**src/rtl/pax_pkg.sv**
```systemverilog
package pax_pkg;

  localparam int ENTRY_W   = 64;
  localparam int WORD_W    = 32;
  localparam int MAX_FIXED = 16;

  typedef logic [ENTRY_W-1:0] entry_t;
  typedef logic [WORD_W-1:0]  word_t;

  // index width with a floor of one bit so storage never has zero width
  function automatic int idx_width(input int pages);
    return (pages > 1) ? $clog2(pages) : 1;
  endfunction

  // number of local address bits that select a page
  function automatic int sel_width(input int pages);
    return (pages > 1) ? $clog2(pages) : 0;
  endfunction

endpackage

```
**src/rtl/pax_rst_sync.sv**
```systemverilog
module pax_rst_sync (
  input  logic clk,
  input  logic rst_n,
  output logic rst_sync_n
);

  logic [1:0] sync_q;
  logic [1:0] sync_d;

  always_comb begin
    sync_d = {sync_q[0], 1'b1};
  end

  always_ff @(posedge clk or negedge rst_n) begin
    if (!rst_n) begin
      sync_q <= 2'b00;
    end else begin
      sync_q <= sync_d;
    end
  end

  assign rst_sync_n = sync_q[1];

endmodule

```
**src/rtl/pax_table.sv**
```systemverilog
module pax_table import pax_pkg::*; #(
  parameter int PAGE_CNT = 8,
  parameter bit DYNAMIC  = 1'b1,
  parameter logic [MAX_FIXED*ENTRY_W-1:0] FIXED_TABLE = '0,
  localparam int IDX_W = idx_width(PAGE_CNT)
) (
  input  logic             clk,
  input  logic             rst_n,
  input  logic [IDX_W-1:0] lk_idx,
  output entry_t           lk_entry,
  input  logic [IDX_W-1:0] cs_idx,
  input  logic             cs_hi,
  input  logic             wr_en,
  input  word_t            wr_data,
  output word_t            rd_word
);

  entry_t ent [PAGE_CNT];
  entry_t cs_entry;

  if (DYNAMIC) begin : g_dyn
    for (genvar g = 0; g < PAGE_CNT; g++) begin : g_ent
      entry_t ent_d;
      entry_t ent_q;
      logic   ent_en;

      always_comb begin
        ent_en = wr_en && (cs_idx == IDX_W'(g));
        ent_d  = ent_q;
        if (cs_hi) begin
          ent_d[ENTRY_W-1:WORD_W] = wr_data;
        end else begin
          ent_d[WORD_W-1:0] = wr_data;
        end
      end

      always_ff @(posedge clk or negedge rst_n) begin
        if (!rst_n) begin
          ent_q <= '0;
        end else if (ent_en) begin
          ent_q <= ent_d;
        end
      end

      assign ent[g] = ent_q;
    end
  end else begin : g_fix
    if (PAGE_CNT > MAX_FIXED) begin : g_limit
      $error("constant page table allows at most 16 pages");
    end
    for (genvar g = 0; g < PAGE_CNT; g++) begin : g_ent
      assign ent[g] = FIXED_TABLE[g*ENTRY_W +: ENTRY_W];
    end
    logic unused_fix;
    assign unused_fix = ^{clk, rst_n, wr_en, wr_data};
  end

  if (PAGE_CNT > 1) begin : g_multi
    assign lk_entry = ent[lk_idx];
    assign cs_entry = ent[cs_idx];
  end else begin : g_single
    assign lk_entry = ent[0];
    assign cs_entry = ent[0];
    logic unused_idx;
    assign unused_idx = ^{lk_idx, cs_idx};
  end

  always_comb begin
    rd_word = cs_hi ? cs_entry[ENTRY_W-1:WORD_W] : cs_entry[WORD_W-1:0];
  end

endmodule

```
**src/rtl/pax_csr.sv**
```systemverilog
module pax_csr import pax_pkg::*; #(
  parameter int PAGE_CNT = 8,
  localparam int IDX_W  = idx_width(PAGE_CNT),
  localparam int CSR_AW = IDX_W + 3
) (
  input  logic              clk,
  input  logic              rst_n,
  input  logic              csr_wr,
  input  logic              csr_rd,
  input  logic [CSR_AW-1:0] csr_addr,
  input  word_t             csr_wdata,
  output logic [IDX_W-1:0]  cs_idx,
  output logic              cs_hi,
  output logic              wr_en,
  output word_t             wr_data,
  input  word_t             rd_word,
  output word_t             csr_rdata,
  output logic              csr_rvalid
);

  word_t rdata_d;
  word_t rdata_q;
  logic  rvalid_d;
  logic  rvalid_q;

  if (PAGE_CNT > 1) begin : g_idx
    assign cs_idx = csr_addr[CSR_AW-1:3];
  end else begin : g_noidx
    assign cs_idx = '0;
  end

  logic unused_csr;
  assign unused_csr = ^{csr_addr[1:0], csr_addr[CSR_AW-1]};

  assign cs_hi   = csr_addr[2];
  assign wr_en   = csr_wr;
  assign wr_data = csr_wdata;

  always_comb begin
    rvalid_d = csr_rd;
    rdata_d  = rdata_q;
    if (csr_rd) begin
      rdata_d = rd_word;
    end
  end

  always_ff @(posedge clk or negedge rst_n) begin
    if (!rst_n) begin
      rvalid_q <= 1'b0;
      rdata_q  <= '0;
    end else begin
      rvalid_q <= rvalid_d;
      rdata_q  <= rdata_d;
    end
  end

  assign csr_rdata  = rdata_q;
  assign csr_rvalid = rvalid_q;

endmodule

```
**src/rtl/pax_xlate_dp.sv**
```systemverilog
module pax_xlate_dp import pax_pkg::*; #(
  parameter int PAGE_BITS = 12,
  parameter int PAGE_CNT  = 8,
  parameter int LOCAL_AW  = PAGE_BITS + sel_width(PAGE_CNT),
  localparam int IDX_W = idx_width(PAGE_CNT)
) (
  input  logic                clk,
  input  logic                rst_n,
  input  logic                req_valid,
  input  logic [LOCAL_AW-1:0] req_addr,
  output logic [IDX_W-1:0]    lk_idx,
  input  entry_t              lk_entry,
  output logic                out_valid,
  output entry_t              out_addr
);

  entry_t splice;
  entry_t addr_d;
  entry_t addr_q;
  logic   valid_d;
  logic   valid_q;

  if (PAGE_CNT > 1) begin : g_sel
    assign lk_idx = req_addr[LOCAL_AW-1 -: IDX_W];
  end else begin : g_nosel
    assign lk_idx = '0;
  end

  logic unused_lo;
  assign unused_lo = ^lk_entry[PAGE_BITS-1:0];

  always_comb begin
    splice  = {lk_entry[ENTRY_W-1:PAGE_BITS], req_addr[PAGE_BITS-1:0]};
    valid_d = req_valid;
    addr_d  = addr_q;
    if (req_valid) begin
      addr_d = splice;
    end
  end

  always_ff @(posedge clk or negedge rst_n) begin
    if (!rst_n) begin
      valid_q <= 1'b0;
      addr_q  <= '0;
    end else begin
      valid_q <= valid_d;
      addr_q  <= addr_d;
    end
  end

  assign out_valid = valid_q;
  assign out_addr  = addr_q;

endmodule

```
**src/rtl/pcie_addr_xlate.sv**
```systemverilog
module pcie_addr_xlate import pax_pkg::*; #(
  parameter int PAGE_BITS = 12,
  parameter int PAGE_CNT  = 8,
  parameter bit DYNAMIC   = 1'b1,
  parameter logic [MAX_FIXED*ENTRY_W-1:0] FIXED_TABLE = '0,
  parameter int LOCAL_AW  = PAGE_BITS + sel_width(PAGE_CNT),
  parameter int CSR_AW    = idx_width(PAGE_CNT) + 3
) (
  input  logic                clk,
  input  logic                rst_n,
  input  logic                req_valid,
  input  logic [LOCAL_AW-1:0] req_addr,
  output logic                out_valid,
  output logic [63:0]         out_addr,
  input  logic                csr_wr,
  input  logic                csr_rd,
  input  logic [CSR_AW-1:0]   csr_addr,
  input  logic [31:0]         csr_wdata,
  output logic [31:0]         csr_rdata,
  output logic                csr_rvalid
);

  localparam int IDX_W = idx_width(PAGE_CNT);

  logic             rst_sync_n;
  logic [IDX_W-1:0] lk_idx;
  entry_t           lk_entry;
  logic [IDX_W-1:0] cs_idx;
  logic             cs_hi;
  logic             wr_en;
  word_t            wr_data;
  word_t            rd_word;

  pax_rst_sync u_rst (
    .clk        (clk),
    .rst_n      (rst_n),
    .rst_sync_n (rst_sync_n)
  );

  pax_csr #(.PAGE_CNT(PAGE_CNT)) u_csr (
    .clk        (clk),
    .rst_n      (rst_sync_n),
    .csr_wr     (csr_wr),
    .csr_rd     (csr_rd),
    .csr_addr   (csr_addr),
    .csr_wdata  (csr_wdata),
    .cs_idx     (cs_idx),
    .cs_hi      (cs_hi),
    .wr_en      (wr_en),
    .wr_data    (wr_data),
    .rd_word    (rd_word),
    .csr_rdata  (csr_rdata),
    .csr_rvalid (csr_rvalid)
  );

  pax_table #(
    .PAGE_CNT    (PAGE_CNT),
    .DYNAMIC     (DYNAMIC),
    .FIXED_TABLE (FIXED_TABLE)
  ) u_table (
    .clk      (clk),
    .rst_n    (rst_sync_n),
    .lk_idx   (lk_idx),
    .lk_entry (lk_entry),
    .cs_idx   (cs_idx),
    .cs_hi    (cs_hi),
    .wr_en    (wr_en),
    .wr_data  (wr_data),
    .rd_word  (rd_word)
  );

  pax_xlate_dp #(
    .PAGE_BITS (PAGE_BITS),
    .PAGE_CNT  (PAGE_CNT),
    .LOCAL_AW  (LOCAL_AW)
  ) u_dp (
    .clk       (clk),
    .rst_n     (rst_sync_n),
    .req_valid (req_valid),
    .req_addr  (req_addr),
    .lk_idx    (lk_idx),
    .lk_entry  (lk_entry),
    .out_valid (out_valid),
    .out_addr  (out_addr)
  );

endmodule

```
**config.mk**
```make
export PLATFORM = sky130hd
export DESIGN_NAME = pcie_addr_xlate
export DESIGN_NICKNAME = d
export VERILOG_FILES = /design/src/rtl/pax_pkg.sv /design/src/rtl/pax_rst_sync.sv /design/src/rtl/pax_table.sv /design/src/rtl/pax_csr.sv /design/src/rtl/pax_xlate_dp.sv /design/src/rtl/pcie_addr_xlate.sv
export SDC_FILE = /design/constraint.sdc
export NUM_CORES = 1
export LEC_CHECK = 0
export ABC_AREA = 0
export BUFFER_PORTS_ARGS = -buffer_cell sky130_fd_sc_hd__clkbuf_2
export CAP_MARGIN = 10
export CELL_PAD_IN_SITES_DETAIL_PLACEMENT = 2
export CELL_PAD_IN_SITES_GLOBAL_PLACEMENT = 2
export CORE_MARGIN = 1
export CORE_UTILIZATION = 48
export CTS_BUF_LIST = sky130_fd_sc_hd__clkbuf_4 sky130_fd_sc_hd__clkbuf_8
export DETAILED_ROUTE_END_ITERATION = 7
export PLACE_DENSITY_LB_ADDON = 0.1
export SYNTH_ARGS = -nofsm -noshare
export SYNTH_HDL_FRONTEND = slang
export SYNTH_HIERARCHICAL = 1
export SYNTH_SLANG_ARGS = --single-unit
```
**constraint.sdc**
```tcl
create_clock -name clk -period 26.1 [get_ports clk]
set_input_delay 5.22 -clock clk [delete_from_list [all_inputs] [get_ports clk]]
set_output_delay 5.22 -clock clk [all_outputs]
set_load 0.01 [all_outputs]
```
==> reports/qor.csv <==
stage,metric,value,unit
outcome,status,"finished, final reports clean",
min_path,Hold Path Cell Cnt,0,
yosys,synth warn,6,
worst_setup_path,Setup CP Type,input pin to flop,
worst_setup_path,CP endpoint kind,flop,
floorplan,FP Rows,91,
cts,setup bufs post-CTS,0,
worst_setup_path,worst path bufs/invs,3,
cts,clock-pin transition on the worst setup and hold timing paths,0.06,ns
power_and_ir_drop,Net Sw Frac,27.7,%
cts,root buf cell,clkbuf_8,
min_path,Hold Path Sink,u_rst/sync_q[1],
placement,pre-CTS WS,17.31,ns
power_and_ir_drop,Sequential Power Share,46.7,%
power_and_ir_drop,Comb power frac,22.3,%
routing,Routed Antenna Nets,0,
grt,first-pass GRT wire length,129000,µm
run,max cap viols,0,
routing,drt drc,0,
placement,Placer Congestion,0.737,
grt,GR Overflow Total,0,
min_path,worst min path class,flop to flop,
worst_setup_path,Worst Path Arrival,8.68,ns
sta,clk_skew,0.0234,ns
sta,Slew @ Worst Pin,1.17,ns
worst_setup_path,"most used cell, CP",buf_4,
routing,via count,17200,
yosys,Mapped Nets,1907,
sta,"Slew Viols, Final",0,
routing,First-pass DRT Iterations,7,
floorplan,total die area,64400,µm²
worst_setup_path,Max stage delay on crit path,0.75,ns
sta,Hold Fails Final Rpt,0,
routing,vias per cell,6.06,
floorplan,# IOs,156,
worst_setup_path,r2r worst-path depth,4,
sta,count of final setup violators,0,
grt,initial antenna violation count,5,
sta,minimum clock period,8.11,ns
cts,TritonCTS buffer count,106,
yosys,Mean Syn Cell Area,16.5,µm²
yosys,Post-Syn Area,30400,µm²
sta,setup_tns,0,ns
sta,fmax,123,MHz
power_and_ir_drop,Pint,2.09,mW
final_layout,Layout Cells excl Fill,2846,
cts,Post-CTS Resized,0,
routing,Routed WL per cell,29.8,µm
grt,vias in the first global route,19700,
floorplan,Initial Util,48.9,%
cts,# hold bufs at CTS,0,
cts,clk sinks,612,
final_layout,share of post-route cells with drive strength above 1,61.6,%
worst_setup_path,crit-path leading delay family,buffers and inverters,
worst_setup_path,CP max stage cell,nor2_4,
sta,relative max-transition margin,22.1,%
worst_setup_path,Worst EP required,26.67,ns
power_and_ir_drop,Pleak,14.5,nW
cts,"Clk Latency, worst-skew pair",0.71,ns
power_and_ir_drop,Clk pwr share,31.0,%
min_path,hold_sp,u_rst/sync_q[0],
grt,total track usage,27.3,%
cts,CTS max path bufs,3,
power_and_ir_drop,Cell Pwr Density,86.1,nW/µm²
floorplan,Die Height,254,µm
sta,RSZ-0062 raised after global routing,no,
sta,final setup margin,17.99,ns
placement,hpwl dp,48500,µm
worst_setup_path,crit-path cells,"buf_6, buf_4, nand2_1, nor2_4, buf_4, mux2_2",
worst_setup_path,worst reg2reg startpoint,u_rst/sync_q[1],
final_layout,layout net count,1991,
placement,Port Buf Inserts,153,
worst_setup_path,Crit Path Max Fanout,43,
cts,H-tree Lvls,3,
worst_setup_path,reg2reg end,u_table/g_dyn.g_ent[0].ent_q[52],
cts,CTS tree,built,
placement,cell count after placement,2662,
routing,iteration-0 DRC count of the detailed router,998,
final_layout,synth-to-layout area growth,10.2,%
worst_setup_path,CP startpoint kind,input pin,
floorplan,total core area,62200,µm²
floorplan,die width,254,µm
power_and_ir_drop,Worst IR Drop VDD,52.5,µV
sta,Tcrit/Tclk final,31.1,%
worst_setup_path,R2R Setup Slk,22.22,ns
yosys,Mapped Cells,1849,
grt,pin count of the biggest net entering global routing,190,
routing,Total Routed Length,84800,µm
power_and_ir_drop,NetSw,0.801,mW
worst max-delay path by stage:
stage	start	end	slack (ns)	cells after the start
floorplan	u_rst/sync_q[1]	u_csr/csr_rdata[0]	7.78	0
global placement	csr_addr[4]	u_table/g_dyn.g_ent[3].ent_q[57]	17.33	6
detailed placement	csr_addr[4]	u_table/g_dyn.g_ent[3].ent_q[52]	17.31	6
CTS	csr_addr[4]	u_table/g_dyn.g_ent[3].ent_q[48]	18.05	6
global route	csr_addr[3]	u_csr/csr_rdata[3]	17.92	7
finish	csr_addr[4]	u_table/g_dyn.g_ent[3].ent_q[48]	17.99	6
registers in the layout, summed over array words and instances, names as in the netlist:
register	count
u_csr/csr_rdata	32
u_dp/out_valid	1
u_table/g_dyn.g_ent.ent_q	512
u_csr/csr_rvalid	1
u_dp/out_addr	64
u_rst/sync_q	2
stage by stage:
step / hold slack, ns / power, mW / area (µm²) / util, %
detailed placement: 0.338 / 2.01 / 31400 / 50.5
global placement: 0.334 / 1.95 / 31400 / 50.5
floorplan: 0.331 / 1.81 / 30400 / -
finish: 0.350 / 2.89 / 33500 / 53.9
CTS: 0.352 / 2.93 / 33500 / 53.9
global route: 0.359 / 3.03 / 33500 / 53.9
power by group through the flow:
stage,registers [mW],clock network [mW],logic [mW]
finish,1.35,0.896,0.644
global route,1.38,0.958,0.692
CTS,1.35,0.923,0.654
detailed placement,1.36,0,0.648
global placement,1.33,0,0.622
floorplan,1.33,0,0.472
area by class of cell:
type | count | area (µm²)
fillers | 5528 | 28600
clock inverters | 10 | 82.6
diodes | 3 | 7.51
multi-input cells | 1023 | 13900
clock buffers | 171 | 2060
flip-flops and latches | 612 | 15300
well taps | 837 | 1050
repair buffers | 190 | 1080
worst reg2reg max path, delay by kind of cell, from the launching register on:
family	cells	cell delay, ns
flops	1	0.94
buf+inv	4	2.97
per-layer routing:
| metal | vias up | global-route usage (%) | part of all wire, % |
|---|---|---|---|
| met5 | - | 0 | 0.028 |
| met4 | 4 | 8.35 | 2.7 |
| met3 | 146 | 4.55 | 4.0 |
| met2 | 377 | 46.0 | 51 |
| met1 | 9561 | 36.2 | 43 |
| li1 | 7147 | - | - |
placed cells by master (no fill, tap or decap), types with 3 or more instances in the layout:
master	count
a22oi_1	60
buf_4	38
clkbuf_2	146
clkbuf_4	47
clkbuf_8	125
clkinv_2	6
clkinvlp_4	3
dfrtp_1	611
diode_2	3
mux2_1	51
mux2_2	523
mux2_4	90
mux4_2	230
nand2_1	31
nor2_4	10
nor2b_4	3
nor3_4	3
Note: power is estimated with default switching activity, not from simulation.
